$ cat src/rtl/osc_trim_pkg.sv
package osc_trim_pkg;

    typedef enum logic [1:0] {
        ST_IDLE,
        ST_ARM,
        ST_MEASURE,
        ST_SETTLE
    } cal_state_e;

    typedef enum logic [1:0] {
        CLS_IN,
        CLS_LOW,
        CLS_HIGH,
        CLS_BAD
    } frame_class_e;

endpackage

$ cat src/rtl/osc_frame_counter.sv
module osc_frame_counter #(
    parameter int CNT_W = 18
) (
    input  logic             clk,
    input  logic             rst_n,
    input  logic             enable,
    input  logic             sof_pulse,
    output logic [CNT_W-1:0] meas_count,
    output logic             meas_vld
);
    localparam logic [CNT_W-1:0] CNT_MAX = '1;

    logic [CNT_W-1:0] run_cnt;

    always_ff @(posedge clk or negedge rst_n) begin
        if (!rst_n) begin
            run_cnt    <= '0;
            meas_count <= '0;
            meas_vld   <= 1'b0;
        end else if (!enable) begin
            run_cnt  <= '0;
            meas_vld <= 1'b0;
        end else if (sof_pulse) begin
            meas_count <= run_cnt;
            meas_vld   <= 1'b1;
            run_cnt    <= CNT_W'(1);
        end else begin
            meas_vld <= 1'b0;
            if (run_cnt != CNT_MAX)
                run_cnt <= run_cnt + CNT_W'(1);
        end
    end


    result_follows_sof_chk: assert property (@(posedge clk) disable iff (!rst_n)
        meas_vld |-> $past(sof_pulse && enable));

endmodule

$ cat src/rtl/osc_frame_classifier.sv
module osc_frame_classifier
    import osc_trim_pkg::*;
#(
    parameter int CNT_W     = 18,
    parameter int TOL_SHIFT = 9
) (
    input  logic [CNT_W-1:0] meas_count,
    input  logic [CNT_W-1:0] target_count,
    output frame_class_e     frame_cls
);
    localparam int EXT_W = CNT_W + 1;

    logic [EXT_W-1:0] meas_x, tgt_x, tol_x, half_x;
    logic [EXT_W-1:0] band_hi, band_lo, range_hi;

    always_comb begin
        meas_x   = EXT_W'(meas_count);
        tgt_x    = EXT_W'(target_count);
        tol_x    = tgt_x >> TOL_SHIFT;
        half_x   = tgt_x >> 1;
        band_hi  = tgt_x + tol_x;
        band_lo  = tgt_x - tol_x;
        range_hi = tgt_x + half_x;

        if (meas_x < half_x || meas_x > range_hi)
            frame_cls = CLS_BAD;
        else if (meas_x > band_hi)
            frame_cls = CLS_HIGH;
        else if (meas_x < band_lo)
            frame_cls = CLS_LOW;
        else
            frame_cls = CLS_IN;
    end

endmodule

$ cat src/rtl/osc_trim_fsm.sv
module osc_trim_fsm
    import osc_trim_pkg::*;
#(
    parameter int TRIM_W      = 8,
    parameter int TRIM_INIT   = 128,
    parameter int LOCK_FRAMES = 4
) (
    input  logic              clk,
    input  logic              rst_n,
    input  logic              enable,
    input  logic              meas_vld,
    input  frame_class_e      frame_cls,
    output logic [TRIM_W-1:0] trim_q,
    output logic              locked_q,
    output logic              frame_err_q
);
    localparam int                RUN_W    = $clog2(LOCK_FRAMES + 1);
    localparam logic [TRIM_W-1:0] TRIM_MAX = '1;
    localparam logic [RUN_W-1:0]  RUN_FULL = RUN_W'(LOCK_FRAMES);
    localparam logic [RUN_W-1:0]  RUN_LAST = RUN_W'(LOCK_FRAMES - 1);

    cal_state_e        state_q, state_d;
    logic [TRIM_W-1:0] trim_d;
    logic [RUN_W-1:0]  run_q, run_d;
    logic              lock_d, err_d;

    always_comb begin
        state_d = state_q;
        trim_d  = trim_q;
        run_d   = run_q;
        lock_d  = locked_q;
        err_d   = 1'b0;
        unique case (state_q)
            ST_IDLE: begin
                if (enable) state_d = ST_ARM;
            end
            ST_ARM: begin
                if (meas_vld) state_d = ST_MEASURE;
            end
            ST_MEASURE: begin
                if (meas_vld) begin
                    unique case (frame_cls)
                        CLS_BAD: begin
                            err_d  = 1'b1;
                            run_d  = '0;
                            lock_d = 1'b0;
                        end
                        CLS_HIGH: begin
                            run_d  = '0;
                            lock_d = 1'b0;
                            if (trim_q != '0) begin
                                trim_d  = trim_q - TRIM_W'(1);
                                state_d = ST_SETTLE;
                            end
                        end
                        CLS_LOW: begin
                            run_d  = '0;
                            lock_d = 1'b0;
                            if (trim_q != TRIM_MAX) begin
                                trim_d  = trim_q + TRIM_W'(1);
                                state_d = ST_SETTLE;
                            end
                        end
                        CLS_IN: begin
                            if (run_q != RUN_FULL) run_d = run_q + RUN_W'(1);
                            if (run_q >= RUN_LAST) lock_d = 1'b1;
                        end
                    endcase
                end
            end
            ST_SETTLE: begin
                if (meas_vld) begin
                    state_d = ST_MEASURE;
                    if (frame_cls == CLS_BAD) err_d = 1'b1;
                end
            end
        endcase
        if (!enable) begin
            state_d = ST_IDLE;
            run_d   = '0;
            lock_d  = 1'b0;
            err_d   = 1'b0;
        end
    end

    always_ff @(posedge clk or negedge rst_n) begin
        if (!rst_n) state_q <= ST_IDLE;
        else        state_q <= state_d;
    end

    always_ff @(posedge clk or negedge rst_n) begin
        if (!rst_n) begin
            trim_q      <= TRIM_W'(TRIM_INIT);
            run_q       <= '0;
            locked_q    <= 1'b0;
            frame_err_q <= 1'b0;
        end else begin
            trim_q      <= trim_d;
            run_q       <= run_d;
            locked_q    <= lock_d;
            frame_err_q <= err_d;
        end
    end


    trim_single_step_chk: assert property (@(posedge clk) disable iff (!rst_n)
        (trim_q != $past(trim_q)) |->
        ((trim_q - $past(trim_q) == TRIM_W'(1)) || ($past(trim_q) - trim_q == TRIM_W'(1))));


    err_keeps_trim_chk: assert property (@(posedge clk) disable iff (!rst_n)
        frame_err_q |-> $stable(trim_q));


    settle_discard_chk: assert property (@(posedge clk) disable iff (!rst_n)
        (state_q == ST_SETTLE && meas_vld) |=> ($stable(trim_q) && !locked_q));


    lock_in_measure_chk: assert property (@(posedge clk) disable iff (!rst_n)
        locked_q |-> (state_q == ST_MEASURE));


    lock_needs_enable_chk: assert property (@(posedge clk) disable iff (!rst_n)
        !enable |=> !locked_q);

endmodule

$ cat src/rtl/osc_trim_cal.sv
module osc_trim_cal
    import osc_trim_pkg::*;
#(
    parameter int CNT_W       = 18,
    parameter int TRIM_W      = 8,
    parameter int TOL_SHIFT   = 9,
    parameter int LOCK_FRAMES = 4,
    parameter int TRIM_INIT   = 128
) (
    input  logic              clk,
    input  logic              rst_n,
    input  logic              enable,
    input  logic              sof_pulse,
    input  logic [CNT_W-1:0]  target_count,
    output logic [TRIM_W-1:0] trim_code,
    output logic              locked,
    output logic              frame_err
);
    logic [CNT_W-1:0] meas_count;
    logic             meas_vld;
    frame_class_e     frame_cls;

    osc_frame_counter #(.CNT_W(CNT_W)) u_counter (
        .clk        (clk),
        .rst_n      (rst_n),
        .enable     (enable),
        .sof_pulse  (sof_pulse),
        .meas_count (meas_count),
        .meas_vld   (meas_vld)
    );

    osc_frame_classifier #(.CNT_W(CNT_W), .TOL_SHIFT(TOL_SHIFT)) u_classify (
        .meas_count   (meas_count),
        .target_count (target_count),
        .frame_cls    (frame_cls)
    );

    osc_trim_fsm #(
        .TRIM_W      (TRIM_W),
        .TRIM_INIT   (TRIM_INIT),
        .LOCK_FRAMES (LOCK_FRAMES)
    ) u_fsm (
        .clk         (clk),
        .rst_n       (rst_n),
        .enable      (enable),
        .meas_vld    (meas_vld),
        .frame_cls   (frame_cls),
        .trim_q      (trim_code),
        .locked_q    (locked),
        .frame_err_q (frame_err)
    );


    always @(posedge clk) begin
        if (!rst_n) begin
            reset_quiet_chk: assert (!locked && !frame_err);
        end
    end

endmodule

$ cat config.mk
export PLATFORM = sky130hd
export DESIGN_NAME = osc_trim_cal
export DESIGN_NICKNAME = d
export VERILOG_FILES = /design/src/rtl/osc_trim_pkg.sv /design/src/rtl/osc_frame_counter.sv /design/src/rtl/osc_frame_classifier.sv /design/src/rtl/osc_trim_fsm.sv /design/src/rtl/osc_trim_cal.sv
export SDC_FILE = /design/constraint.sdc
export NUM_CORES = 1
export LEC_CHECK = 0
export BUFFER_PORTS_ARGS = -buffer_cell sky130_fd_sc_hd__buf_2
export CORE_ASPECT_RATIO = 1.5
export CORE_MARGIN = 2
export CORE_UTILIZATION = 45
export DETAILED_ROUTE_END_ITERATION = 7
export PLACE_DENSITY_LB_ADDON = 0.25
export SLEW_MARGIN = 40
export SYNTH_ARGS = -nofsm -noshare
export SYNTH_HDL_FRONTEND = slang
export SYNTH_SLANG_ARGS = --single-unit
$ cat constraint.sdc
create_clock -name clk -period 8.7 [get_ports clk]
set_input_delay 2.61 -clock clk [delete_from_list [all_inputs] [get_ports clk]]
set_output_delay 2.61 -clock clk [all_outputs]
set_load 0.03 [all_outputs]
Word level (Yosys, flattened, before mapping)
Cells that the tools add are included.

storage, ports and cells
  input bits = 22
  logic and storage cells = 86
  register bits = 52
  output and inout bits = 10

operators by class
  $add $sub $neg = 7
  reductions and logical operators = 13
  eq/ne operators = 21
  order comparisons = 5
  multiplexer cells = 32

operators by type and width
  operator                                                                  count
  18-bit two-way mux                                                        3
  18-bit by 19-bit > comparator with 1-bit output                           2
  18-bit by 17-bit adder with 19-bit output                                 1
  18-bit by 9-bit adder with 19-bit output                                  1
  18-bit by 19-bit less-than comparator with 1-bit output                   1
  18-bit by 9-bit subtractor with 19-bit output                             1
  18-bit by 1-bit adder with 18-bit output (second input constant)          1
  18-bit by 17-bit less-than comparator with 1-bit output                   1
  18-bit inequality test (second input constant)                            1
  8-bit two-way mux                                                         2
  8-bit case mux with 2 select lines                                        1
  2-bit two-way mux                                                         7
  3-bit two-way mux                                                         4
  1-bit two-way mux                                                         11
  5-bit AND reduction                                                       2
  3-bit by 2-bit inequality test with 1-bit output (second input constant)  3
  8-bit by 1-bit adder with 8-bit output (second input constant)            1
  2-bit equality test (second input constant)                               4
  2-bit by 1-bit inequality test with 1-bit output (second input constant)  4
  4-bit by 3-bit inequality test with 1-bit output (second input constant)  2
  8-bit inequality test (second input constant)                             1
  8-bit nonzero test                                                        1
  8-bit by 1-bit subtractor with 8-bit output (second input constant)       1
  3-bit inequality test (second input constant)                             2
  other kinds (16)                                                          20

Depth between registers and ports, before layout
  depth after elaboration = 11
  gate-level depth with buffers = 28
  gate-level depth less buffers = 28

By module
From an unflattened synthesis, not the netlist that was laid out.

second synthesis, totals
  cell total of the unflattened synthesis = 720
  area, all modules = 6,296.0 um2

modules (own cells, without submodules)
  module                instances  area an instance (um2)  cells each  seq. area each (um2)
  osc_frame_classifier  1          3,459.6                 438         0.0
  osc_frame_counter     1          1,741.7                 159         925.9
  osc_trim_fsm          1          1,094.8                 123         376.6

Least setup slack after synthesis
OpenSTA, ideal clock, no wires.

  path kind = input -> register
  start = in target_count[0]
  end = reg u_fsm.trim_q[7]
  data required time = 8.625 ns
  buffers on the path = 0
  arrival time = 7.799 ns
  setup slack = 0.826 ns
  stages on the path = 28
  path through = inv_1 ha_1 inv_1 fa_1 a21o_1 a21o_1 a311o_1 a21oi_1 o21bai_1 a21boi_0 xnor2_1 ha_1 a21o_1 a21o_1 a211oi_1 o211ai_1 and4_1 o211ai_1 ha_1 inv_1 ha_1 a21o_1 a21oi_1 nor2b_1 o21a_1 o41ai_1 mux2i_1 xnor2_1

on the way
  word-level cells in the longest chain between the ends = 8
  elaborated cells between the ends (all ways) = 17
  classes of those cells = add/sub (3); order compare (3); eq/ne (4); mux (4); reduce/logical (3)

RTL lines
  element                                                                                                         line                        source
  start, declared                                                                                                 osc_trim_cal.sv:14          input logic [CNT_W-1:0] target_count,
  18-bit by 9-bit subtractor with 19-bit output                                                                   osc_frame_classifier.sv:22  band_lo = tgt_x - tol_x;
  18-bit by 19-bit less-than comparator with 1-bit output                                                         osc_frame_classifier.sv:29  else if (meas_x < band_lo)
  1-bit two-way mux                                                                                               osc_frame_classifier.sv:29
  2-bit two-way mux                                                                                               osc_frame_classifier.sv:27  else if (meas_x > band_hi)
  2-bit two-way mux (*)                                                                                           osc_frame_classifier.sv:25  if (meas_x < half_x || meas_x > range_hi)
  2-bit by 1-bit equality test with 1-bit output / 2-bit equality test (equally long branches)                    osc_trim_fsm.sv:42          unique case (frame_cls)
  2-bit by 1-bit inequality test with 1-bit output (no source line) / 2-bit nonzero test (equally long branches)  --
  5-bit AND reduction (no source line)                                                                            --
  end signal, assigned                                                                                            osc_trim_fsm.sv:93          trim_q <= TRIM_W'(TRIM_INIT);
  end signal, assigned                                                                                            osc_trim_fsm.sv:98          trim_q <= trim_d;
  end, declared                                                                                                   osc_trim_fsm.sv:13          output logic [TRIM_W-1:0] trim_q,

Every way passes the cells marked *; elsewhere a longest branch is shown, timed or not.
A chain may end at the register's enable or synchronous reset.

Worst setup path in the final report
  start = in target_count[9]
  end = reg u_fsm.trim_q[7]

Same word-level chain as after synthesis.

==> results.toml <==
[floorplanning]
rows = 52
die_h_microns = 147
coreArea_sq_um = 13400
die_w_microns = 99.2
ios = 32
die_area_sq_um = 14600
floorplan.initialDensity = 0.457

[synthesis]
ys_async_sr_fraction = 1.00
post_synth_main_area_contributors = "sky130_fd_sc_hd__ha_1 26%, sky130_fd_sc_hd__dfrtp_1 21%, sky130_fd_sc_hd__xnor2_1 6.7%, sky130_fd_sc_hd__a21oi_1 4.3%, sky130_fd_sc_hd__mux2_2 3.5%"
synth_top_family_by_area = "adder cells"
yosysTopAreaCellShare = 0.258
synthMuxAreaShare = 0.0382
number_of_instances_in_the_synthesized_netlist = 706
synth-edff-count = 0
yosysUniqueCellTypes = 59
post_synth_instance_area_sq_um = 6120
post_synthesis_register_bit_count = 52
synth_fp_nets = 858
synth.yosys.seq_area_share = 0.213
synth_area_leader_cell = "sky130_fd_sc_hd__ha_1"
synth-compound-area-share = 0.187
synth-simple-area-share = 0.173
synthXorXnorAreaFrac = 0.0844
yosysWarnings = 0
ys.flop_type = "sky130_fd_sc_hd__dfrtp_1"
synth-adder-area-share = 0.271
synth_area_per_cell_sq_um = 8.67

[worst_hold_path]
instance_count_along_the_most_critical_hold_path = 1
hold_class = "reg2reg"
worstHoldEndpoint = "u_fsm.trim_q[7]"
worst_hold_startpoint = "u_fsm.trim_q[7]"

[global_route]
antenna_found_initial = 0
grt_overflow_total = 0
globalRouteTotalUtil = 0.229
grt_first_pass_wirelength_microns = 26900
grt_max_degree = 53
first_global_vias = 5536

[layout]
fill_cells = 1314
design.final.nets = 911
sequential_cell_area_sq_um = 1300
multi_input_comb_area_sq_um = 4620
inserted_diodes = 0
stdcell_area_sq_um = 6820
syn_to_final_growth_pct = 11.4
final_layout_size_suffix_gt1_frac = 0.118
post-route-util = 0.509

[clocking]
cts_htree_levels = 2
tritoncts_clock_tree = "done"
clock_insertion_delay_worst_skew_ns = 0.30
cts-root-buf = "sky130_fd_sc_hd__clkbuf_16"
clockBufferDepth = 2
clock_sink_count = 52
post-cts-setup-buffers = 0
postCtsHoldBufs = 0
cts_made_buffers = 5
cts.clk_slew.worst_paths_ns = 0.07

[sta]
fin_crit_share = 0.945
clock-skew-final_ns = 0.00611
finalHoldWorstSlack_ns = 0.509
fmaxAchievable_mhz = 122
timing.max_slew.rel_slack = 0.503
min_period_ns = 8.22
finalHoldViolations = 0
tightestPinTransition_ns = 0.743
setup_viol = 0
rsz0062_at_grt = "false"
timing_max_transition_violations_final = 0
finalWorstSetupSlack_ns = 0.475

[place]
portBuffers = 31
dpl_worst_slack_ns = -0.0672
dp.final_hpwl_microns = 13400
gp_congestion = 0.948
placed_area_sq_um = 6630

[critical_path]
reg2reg_depth = 19
critical_path.max_fanout = 9
cpMaxStageDelayCell = "sky130_fd_sc_hd__or4_1"
required_ns = 8.92
crit_arrival_ns = 8.45
critPathCaptureType = "register"
critical_path.reg2reg.endpoint = "u_fsm.trim_q[7]"
start_kind = "input port"
peak_per_stage_delay_on_the_critical_path_ns = 0.47
critical-path-top-cell-by-count = "sky130_fd_sc_hd__ha_1"
setup.worst_path.class = "in2reg"
crit_buf_inv = 5
r2r_setup_slack_ns = 4.07
worst_path_dominant_cell_family = "compound AO/OA/AOI/OAI gates"
worst_r2r_startpoint = "u_counter.meas_count[5]"

[route]
final_antenna_net_count = 0
detail_route.wirelength_microns = 16300
total_via_count_in_the_routed_design = 5493
route.detailed.vias_per_inst = 5.96
avgRoutedWirePerCell_microns = 17.7
drt_pre_antenna_iters = 6
detail_route.drc_violations = 0
drtIter0Drc = 195

[power]
power.static_leakage_nw = 3.40
power.internal_uw = 498
worst_ir_drop_vdd_mv = 0.129
seq_power_share = 0.341
net_switching_component_of_the_power_uw = 237
share_clk_of_total_power = 0.316
switching_share = 0.323
combPwrFrac = 0.343
power.density_nw_per_um2 = 108
design_power_total_uw = 735

[flow_run]
drv_cap = 0

[outcome]
status = "complete, no violations"
==> power groups by stage <==
stage	clock (mW)	sequential (mW)	combinational, mW
2_1_floorplan	0	0.256	0.173
3_5_place_dp	0	0.255	0.250
3_3_place_gp	0	0.255	0.242
4_1_cts	0.237	0.251	0.253
5_1_grt	0.246	0.251	0.284
6_report	0.232	0.251	0.253
==> flip-flops by register name (all words and copies together) (netlist names) <==
name and count:
u_counter.meas_vld 1, u_fsm.frame_err_q 1, u_counter.meas_count 18, u_fsm.locked_q 1
u_fsm.run_q 3, u_counter.run_cnt 18, u_fsm.trim_q 8, u_fsm.state_q 2
==> timing repair <==
action                                 4_1_cts  5_1_grt
endpoints found under the hold margin        0        0
setup endpoints to repair                    0        2
gates resized for setup                      0        2
==> layout by cell type, fill, tap and decap left out, drive strengths merged, types with 4 or more instances in the layout <==
master  count
nor3       17
xnor2      47
nor4        4
fa          4
buf        57
clkbuf      6
ha        126
o211ai      6
dfrtp      51
nand2b      8
or3         8
a211oi     11
inv        43
nor2       50
a31oi       5
and4        6
mux2       19
nor2b      10
xor2       12
a21o       21
and3       10
nand4      12
a21oi      53
o21a       10
o21ai      38
nand2      50
nand3      20
==> cell usage after synthesis (4+ instances only) <==
cell and count:
sky130_fd_sc_hd__o21a_1 10, sky130_fd_sc_hd__nor4_1 4, sky130_fd_sc_hd__xor2_1 12, sky130_fd_sc_hd__a211oi_1 11, sky130_fd_sc_hd__fa_1 4, sky130_fd_sc_hd__inv_1 43
sky130_fd_sc_hd__nor2b_1 10, sky130_fd_sc_hd__nand2b_1 8, sky130_fd_sc_hd__nand3_1 20, sky130_fd_sc_hd__nand4_1 12, sky130_fd_sc_hd__or3_1 8, sky130_fd_sc_hd__nor3_1 17
sky130_fd_sc_hd__a21o_1 21, sky130_fd_sc_hd__xnor2_1 47, sky130_fd_sc_hd__mux2_2 19, sky130_fd_sc_hd__clkbuf_1 10, sky130_fd_sc_hd__nand2_1 50, sky130_fd_sc_hd__o21ai_0 36
sky130_fd_sc_hd__dfrtp_1 51, sky130_fd_sc_hd__nor2_1 50, sky130_fd_sc_hd__and3_1 10, sky130_fd_sc_hd__a21oi_1 53, sky130_fd_sc_hd__ha_1 126, sky130_fd_sc_hd__o211ai_1 6
sky130_fd_sc_hd__a31oi_1 5, sky130_fd_sc_hd__and4_1 5
==> how the worst max path moves through the flow <==
| stage | cells past startpoint | slack (ns) | from | end |
|---|---|---|---|---|
| after floorplan | 28 | 0.83 | target_count[0] | u_fsm.trim_q[7] |
| after CTS | 27 | 0.20 | target_count[9] | u_fsm.trim_q[7] |
| after global routing | 28 | 0.03 | target_count[9] | u_fsm.trim_q[7] |
| final | 27 | 0.48 | target_count[9] | u_fsm.trim_q[7] |
| after detailed placement | 27 | -0.07 | target_count[9] | u_fsm.trim_q[6] |
| after global placement | 27 | 0.20 | target_count[9] | u_fsm.trim_q[7] |
==> worst register-to-register path, cell delays in order, from the launching register on <==
cell and delay [ns]:
sky130_fd_sc_hd__dfrtp_1 0.47, sky130_fd_sc_hd__ha_1 0.27, sky130_fd_sc_hd__or4_1 0.50, sky130_fd_sc_hd__o2111ai_1 0.12
sky130_fd_sc_hd__a21oi_1 0.08, sky130_fd_sc_hd__a2111oi_2 0.45, sky130_fd_sc_hd__buf_4 0.19, sky130_fd_sc_hd__o211ai_1 0.09
sky130_fd_sc_hd__and4_1 0.23, sky130_fd_sc_hd__o211ai_1 0.20, sky130_fd_sc_hd__ha_1 0.21, sky130_fd_sc_hd__inv_1 0.09
sky130_fd_sc_hd__buf_4 0.16, sky130_fd_sc_hd__ha_1 0.31, sky130_fd_sc_hd__a21oi_1 0.19, sky130_fd_sc_hd__nor2b_1 0.07
sky130_fd_sc_hd__o21a_1 0.19, sky130_fd_sc_hd__o41ai_1 0.35, sky130_fd_sc_hd__mux2i_1 0.27, sky130_fd_sc_hd__xnor2_1 0.14
==> metal layers <==
metal	share of wire	vias up	track usage
met5	0	-	0
met4	0.034	0	0.0856
met3	0.031	23	0.0176
met2	0.54	106	0.436
met1	0.39	2677	0.262
li1	-	2687	-
==> final cells by class <==
class / count / share of cell area
multi-input combinational: 599 / 0.678
sequential: 52 / 0.191
timing repair buffer: 57 / 0.0514
tap: 162 / 0.0297
inverter: 44 / 0.0242
clock buffer: 6 / 0.0204
clock inverter: 2 / 0.00569
==> kinds of logic after synthesis <==
group	Yosys count
simple gates	211
compound gates	178
fa+ha+maj	130
xor+xnor	59
buf+inv	55
flops	52
mux	21
==> stage by stage <==
step | setup TNS, ns | std cells
3_5_place_dp | -0.126 | 914
3_3_place_gp | 0 | 914
4_1_cts | 0 | 922
2_1_floorplan | 0 | 706
5_1_grt | 0 | 922
6_report | 0 | 922
(Power assumes the default switching activity.)
